==> src/rtl/win_cmp_pkg.sv <==
package win_cmp_pkg;
  localparam int unsigned DEF_NUM_CH = 8;
  localparam int unsigned DEF_SMP_W  = 16;
  localparam int unsigned DEF_TH_W   = 8;
  localparam int unsigned DEF_FILT_W = 4;

  typedef enum logic {
    DIR_LOW  = 1'b0,
    DIR_HIGH = 1'b1
  } win_dir_e;
endpackage

==> src/rtl/win_cmp_dir.sv <==
module win_cmp_dir
  import win_cmp_pkg::*;
#(
  parameter win_dir_e    DIR    = DIR_HIGH,
  parameter int unsigned TH_W   = DEF_TH_W,
  parameter int unsigned FILT_W = DEF_FILT_W
) (
  input  logic              clk_i,
  input  logic              rst_ni,
  input  logic              en_i,
  input  logic              hit_i,
  input  logic              clr_i,
  input  logic [TH_W-1:0]   top_i,
  input  logic [TH_W-1:0]   th_i,
  input  logic [TH_W-1:0]   hyst_i,
  input  logic [FILT_W-1:0] need_i,
  output logic              viol_o,
  input  logic              opp_viol_i,
  output logic              flag_o
);
  logic [FILT_W-1:0] cnt_q;
  logic              armed_q, flag_q;
  logic              viol, rearm_ok;
  logic [TH_W:0]     top_x, th_x, hy_x;
  logic [FILT_W:0]   cnt_nx;

  assign top_x  = {1'b0, top_i};
  assign th_x   = {1'b0, th_i};
  assign hy_x   = {1'b0, hyst_i};
  assign cnt_nx = {1'b0, cnt_q} + 1'b1;

  if (DIR == DIR_HIGH) begin : g_high
    assign viol     = top_i > th_i;
    assign rearm_ok = (top_x + hy_x) <= th_x;
  end else begin : g_low
    assign viol     = top_i < th_i;
    assign rearm_ok = top_x >= (th_x + hy_x);
  end

  assign viol_o = viol;
  assign flag_o = flag_q;

  always_ff @(posedge clk_i or negedge rst_ni) begin
    if (!rst_ni) begin
      cnt_q   <= '0;
      armed_q <= 1'b1;
      flag_q  <= 1'b0;
    end else begin
      if (!en_i) begin
        cnt_q   <= '0;
        armed_q <= 1'b1;
      end else if (hit_i) begin
        if (!armed_q) begin
          cnt_q <= '0;
          if (rearm_ok) armed_q <= 1'b1;
        end else if (viol && !opp_viol_i) begin
          if (cnt_nx >= {1'b0, need_i}) begin
            cnt_q   <= '0;
            armed_q <= 1'b0;
            flag_q  <= 1'b1;
          end else begin
            cnt_q <= cnt_nx[FILT_W-1:0];
          end
        end else begin
          cnt_q <= '0;
        end
      end
      if (clr_i) begin
        flag_q <= 1'b0;
        cnt_q  <= '0;
      end
    end
  end
endmodule

==> src/rtl/win_cmp_chan.sv <==
module win_cmp_chan
  import win_cmp_pkg::*;
#(
  parameter int unsigned SMP_W  = DEF_SMP_W,
  parameter int unsigned TH_W   = DEF_TH_W,
  parameter int unsigned FILT_W = DEF_FILT_W
) (
  input  logic              clk_i,
  input  logic              rst_ni,
  input  logic              en_i,
  input  logic              hit_i,
  input  logic              clr_i,
  input  logic [SMP_W-1:0]  smp_i,
  input  logic [TH_W-1:0]   hi_th_i,
  input  logic [TH_W-1:0]   lo_th_i,
  input  logic [TH_W-1:0]   hyst_i,
  input  logic [FILT_W-1:0] need_i,
  output logic              hi_flag_o,
  output logic              lo_flag_o
);
  logic [TH_W-1:0] top;
  logic            hi_viol, lo_viol;

  assign top = smp_i[SMP_W-1 -: TH_W];

  win_cmp_dir #(.DIR(DIR_HIGH), .TH_W(TH_W), .FILT_W(FILT_W)) u_hi (
    .clk_i, .rst_ni, .en_i, .hit_i, .clr_i,
    .top_i(top), .th_i(hi_th_i), .hyst_i, .need_i,
    .viol_o(hi_viol), .opp_viol_i(lo_viol), .flag_o(hi_flag_o)
  );

  win_cmp_dir #(.DIR(DIR_LOW), .TH_W(TH_W), .FILT_W(FILT_W)) u_lo (
    .clk_i, .rst_ni, .en_i, .hit_i, .clr_i,
    .top_i(top), .th_i(lo_th_i), .hyst_i, .need_i,
    .viol_o(lo_viol), .opp_viol_i(hi_viol), .flag_o(lo_flag_o)
  );
endmodule

==> src/rtl/win_cmp_top.sv <==
module win_cmp_top
  import win_cmp_pkg::*;
#(
  parameter int unsigned NUM_CH = DEF_NUM_CH,
  parameter int unsigned SMP_W  = DEF_SMP_W,
  parameter int unsigned TH_W   = DEF_TH_W,
  parameter int unsigned FILT_W = DEF_FILT_W,
  localparam int unsigned CH_W  = (NUM_CH > 1) ? $clog2(NUM_CH) : 1,
  localparam int unsigned CFG_W = NUM_CH * TH_W
) (
  input  logic                clk_i,
  input  logic                rst_ni,
  input  logic                smp_valid_i,
  input  logic [CH_W-1:0]     smp_ch_i,
  input  logic [SMP_W-1:0]    smp_data_i,
  input  logic [NUM_CH-1:0]   ch_en_i,
  input  logic [CFG_W-1:0]    hi_th_i,
  input  logic [CFG_W-1:0]    lo_th_i,
  input  logic [CFG_W-1:0]    hyst_i,
  input  logic [FILT_W-1:0]   filt_i,
  input  logic                clr_i,
  output logic [2*NUM_CH-1:0] flag_o
);
  logic [FILT_W-1:0] need;
  logic [NUM_CH-1:0] hi_flag, lo_flag;

  // setting 0 means a single sample
  assign need = (filt_i == '0) ? FILT_W'(1) : filt_i;

  for (genvar c = 0; c < NUM_CH; c++) begin : g_ch
    logic hit;
    assign hit = smp_valid_i && (smp_ch_i == CH_W'(c));

    win_cmp_chan #(.SMP_W(SMP_W), .TH_W(TH_W), .FILT_W(FILT_W)) u_chan (
      .clk_i, .rst_ni,
      .en_i     (ch_en_i[c]),
      .hit_i    (hit),
      .clr_i,
      .smp_i    (smp_data_i),
      .hi_th_i  (hi_th_i[c*TH_W +: TH_W]),
      .lo_th_i  (lo_th_i[c*TH_W +: TH_W]),
      .hyst_i   (hyst_i[c*TH_W +: TH_W]),
      .need_i   (need),
      .hi_flag_o(hi_flag[c]),
      .lo_flag_o(lo_flag[c])
    );

    // channel 0 sits in the MSB of each byte
    assign flag_o[2*NUM_CH-1-c] = hi_flag[c];
    assign flag_o[NUM_CH-1-c]   = lo_flag[c];
  end
endmodule

==> config.mk <==
export PLATFORM = sky130hd
export DESIGN_NAME = win_cmp_top
export DESIGN_NICKNAME = d
export VERILOG_FILES = /design/src/rtl/win_cmp_pkg.sv /design/src/rtl/win_cmp_dir.sv /design/src/rtl/win_cmp_chan.sv /design/src/rtl/win_cmp_top.sv
export SDC_FILE = /design/constraint.sdc
export NUM_CORES = 1
export LEC_CHECK = 0
export BUFFER_PORTS_ARGS = -buffer_cell sky130_fd_sc_hd__clkbuf_2
export CAP_MARGIN = 20
export CORE_MARGIN = 2
export CORE_UTILIZATION = 45
export DETAILED_ROUTE_END_ITERATION = 7
export GPL_TIMING_DRIVEN = 1
export PLACE_DENSITY_LB_ADDON = 0.12
export SLEW_MARGIN = 20
export SYNTH_ARGS = -nofsm -noshare
export SYNTH_HDL_FRONTEND = slang
export SYNTH_SLANG_ARGS = --single-unit
==> constraint.sdc <==
create_clock -name clk_i -period 3 [get_ports clk_i]
set_clock_uncertainty 0.2 [all_clocks]
set_input_delay 0.6 -clock clk_i [delete_from_list [all_inputs] [get_ports clk_i]]
set_output_delay 0.6 -clock clk_i [all_outputs]
set_load 0.02 [all_outputs]
==> flow_summary.ini <==
[outcome]
status = finished with violations
failed_checks = setup timing

[power_and_ir_drop]
seqPwrFrac_pct = 21.6
p_sw_mw = 2.31
p_comb_share_pct = 55.6
leakage_nw = 11.4
p_clk_share_pct = 22.8
p_sw_share_pct = 38.4
p_int_mw = 3.71
peakVddDrop_mv = 0.296
p_per_area_mw_per_mm2 = 276

[timing]
fin_ws_ns = -0.359
finalSetupViolCount = 9
worstMarginPinSlew_ns = 1.04
tns_ns = -1.86
maxSlewViolCount = 0
fmaxAchievable_ghz = 0.298
period_share_pct = 112
max-slew-margin-rel_pct = 29.9
whs_ns = 0.0553
layout_min_cycle_time_ns = 3.36
rsz0062_at_grt = true
finalHoldViolCount = 0

[worst_setup_path]
worstPathBufferInverterCount = 4
endpoint_kind = flop
crit_fanout = 6
crit_family = compound AO/OA/AOI/OAI gates
r2r_slack_ns = 0.43
critPathArrivalTime_ns = 3.44
critPathRequiredTime_ns = 3.08
startpoint_type = input port
crit_chain = buf_8 > buf_12 > buf_4 > ha_4 > inv_2 > fa_2 > nor2b_2 > o31a_1 > o21ai_1 > nand2b_1 > xor2_1 > ha_1 > a211o_1 > nor3_2 > o31ai_2 > o221ai_1
cp_slowest_cell = a211o_1
cp_slowest_stage_delay_ns = 0.34
path_class = input port to flop

[cts]
insertion_delay_ns = 0.37
hold_buffers = 0
cts_buffers = 9
h-tree-depth = 3
cts_max_path_buffers = 2
cts.sinks = 96
path_clk_slew_ns = 0.08
tritoncts = yes
cts_root_buffer = clkbuf_16

[drt]
drt_iter0_drc = 603
wl_per_cell_um = 17.6
vias_per_cell = 5.57
drtPass1Iterations = 5
dr_total_vias = 16500
antenna_left = 0
drc_errors = 0
routed_wl_um = 52300

[finish]
nets = 3191
layoutNonFillerInstCount = 2967
drive_above_1_share_pct = 28.9
fillers = 3307
syn_to_final_growth_pct = 30.9

[floorplanning]
ioPinCount = 243
die_height_um = 196
core_area_mm2 = 0.0365
dieWidth_um = 196
start_util_pct = 45.6
dieArea_mm2 = 0.0386
rows = 70

[synthesis]
synthTopCellsByCount = ha_1, inv_1, nand2_1, nor2_1, o21ai_0
synth_top_area_share_pct = 34.3
seq_area_frac_synth_pct = 14.5
synth_largest_area_cell = ha_1
ys_warn_count = 0
synth-adder-area-share_pct = 36.2
ys_ff_latch = 96
synth-xor-area-share_pct = 5.52
synth_top_family_by_area = adder cells
synth_compound_area_share_pct = 21.9
ys_top_cells_by_area = ha_1, dfrtp_1, inv_1
synthCells = 1962
async_flop_share_pct = 100
netlist_area_mm2 = 0.0166
syn_avg_cell_area_um2 = 8.49
synth_mux_area_share_pct = 0.504
yosys_most_used_dff = dfrtp_1
synth-simple-area-share_pct = 15.8
synth_cell_type_count = 82
synth_edf_count = 0
yosysMostFrequentCell = ha_1
synthesis.nets = 2661

[placement]
placedCellCount = 2915
place.port_buffers = 234
hpwl_um = 43600
place_congestion = 0.900

[flow_run]
drv_cap = 0

[grt]
grt_pass1_wl_um = 82800
grt_max_degree = 45
grt_pass1_vias = 16600
grtUsageTotal_pct = 26.8
antenna_found_initial = 5
overflow = 0

[min_path]
hold_path_class = input port to asynchronous set/reset pin
==> power by group through the flow <==
stage	registers (mW)	logic, mW	clock network (mW)
6_report	1.30	3.35	1.37
5_1_grt	1.30	3.74	1.44
4_1_cts	1.30	3.20	1.38
3_5_place_dp	1.32	3.08	0
3_3_place_gp	1.32	2.97	0
2_1_floorplan	1.32	1.83	0
==> routing by layer <==
layer  up-vias  GRT usage (%)  part of all wire (%)
li1       8320              -                     -
met1      7801           33.4                    45
met2       329           48.4                    49
met5         -              0                 0.015
met3        72           3.10                   3.9
met4         2           7.72                   2.5
==> registers in the layout, summed over array words and instances (netlist names) <==
| signal | flops |
|---|---|
| g_ch.u_chan.u_hi.cnt_q | 32 |
| g_ch.u_chan.u_lo.flag_o | 8 |
| g_ch.u_chan.u_lo.armed_q | 8 |
| g_ch.u_chan.u_lo.cnt_q | 32 |
| g_ch.u_chan.u_hi.flag_o | 8 |
| g_ch.u_chan.u_hi.armed_q | 8 |
==> cells in the final DEF, fill, tap and decap left out, types with 44 or more instances in the layout <==
| cell type | instances |
|---|---|
| a21o_1 | 62 |
| nand3_1 | 44 |
| xnor2_1 | 55 |
| inv_1 | 194 |
| xor2_1 | 50 |
| nand2_1 | 129 |
| nand2b_1 | 54 |
| buf_4 | 290 |
| nor2_1 | 113 |
| dfrtp_1 | 80 |
| clkbuf_2 | 225 |
| a21oi_1 | 85 |
| ha_1 | 440 |
| o21ai_0 | 87 |
==> cells by family (layout without fill, tap and decap cells) <==
logic type,after synthesis,after routing
AOI/OAI and AO/OA,539,539
other,0,2
muxes,8,8
and+or+nand+nor,513,513
adders and majority gates,472,472
DFF,96,96
xor gates and xnor gates,105,105
buffers and inverters,229,764
==> per-stage QoR <==
| stage | cell area (µm²) | power [mW] | setup WS, ns | util [%] |
|---|---|---|---|---|
| 2_1_floorplan | 16800 | 3.15 | -0.253 | - |
| 3_3_place_gp | 20600 | 4.29 | -0.653 | 56.5 |
| 3_5_place_dp | 20600 | 4.41 | -0.770 | 56.5 |
| 4_1_cts | 21300 | 5.89 | -0.295 | 58.4 |
| 5_1_grt | 21800 | 6.48 | -0.494 | 59.6 |
| 6_report | 21800 | 6.02 | -0.359 | 59.7 |
==> layout make-up <==
type / instances / area (µm²) / area share (%)
clock buffers: 10 / 239 / 1.10
repair buffers: 542 / 3770 / 17.3
diodes: 2 / 5.00 / 0.0230
clock inverters: 6 / 96.3 / 0.442
flip-flops and latches: 96 / 2420 / 11.1
multi-input cells: 1637 / 13900 / 63.7
well taps: 468 / 586 / 2.69
inverters: 206 / 785 / 3.60
==> what timing repair did <==
| action | in CTS | in global routing |
|---|---|---|
| endpoints found under the setup margin | 12 | 33 |
| gates cloned | 1 | 0 |
| resized for setup | 43 | 98 |
| pin swaps | 38 | 66 |
| setup buffers | 17 | 17 |
==> worst paths after layout <==
kind                                              startpoint                           end  cells after the start
max in group asynchronous                             rst_ni   g_ch[4].u_chan.u_hi.armed_q                      2
worst min register to register    g_ch[2].u_chan.u_hi.flag_o    g_ch[2].u_chan.u_hi.flag_o                      2
worst max register to register  g_ch[7].u_chan.u_hi.cnt_q[0]  g_ch[7].u_chan.u_hi.cnt_q[3]                      9
worst max-delay path                           smp_data_i[8]   g_ch[2].u_chan.u_hi.armed_q                     16
min in group clk_i                                ch_en_i[7]   g_ch[7].u_chan.u_lo.armed_q                      2
worst min-delay path                                  rst_ni    g_ch[2].u_chan.u_hi.flag_o                      1
Note: power is estimated with default switching activity, not from simulation.
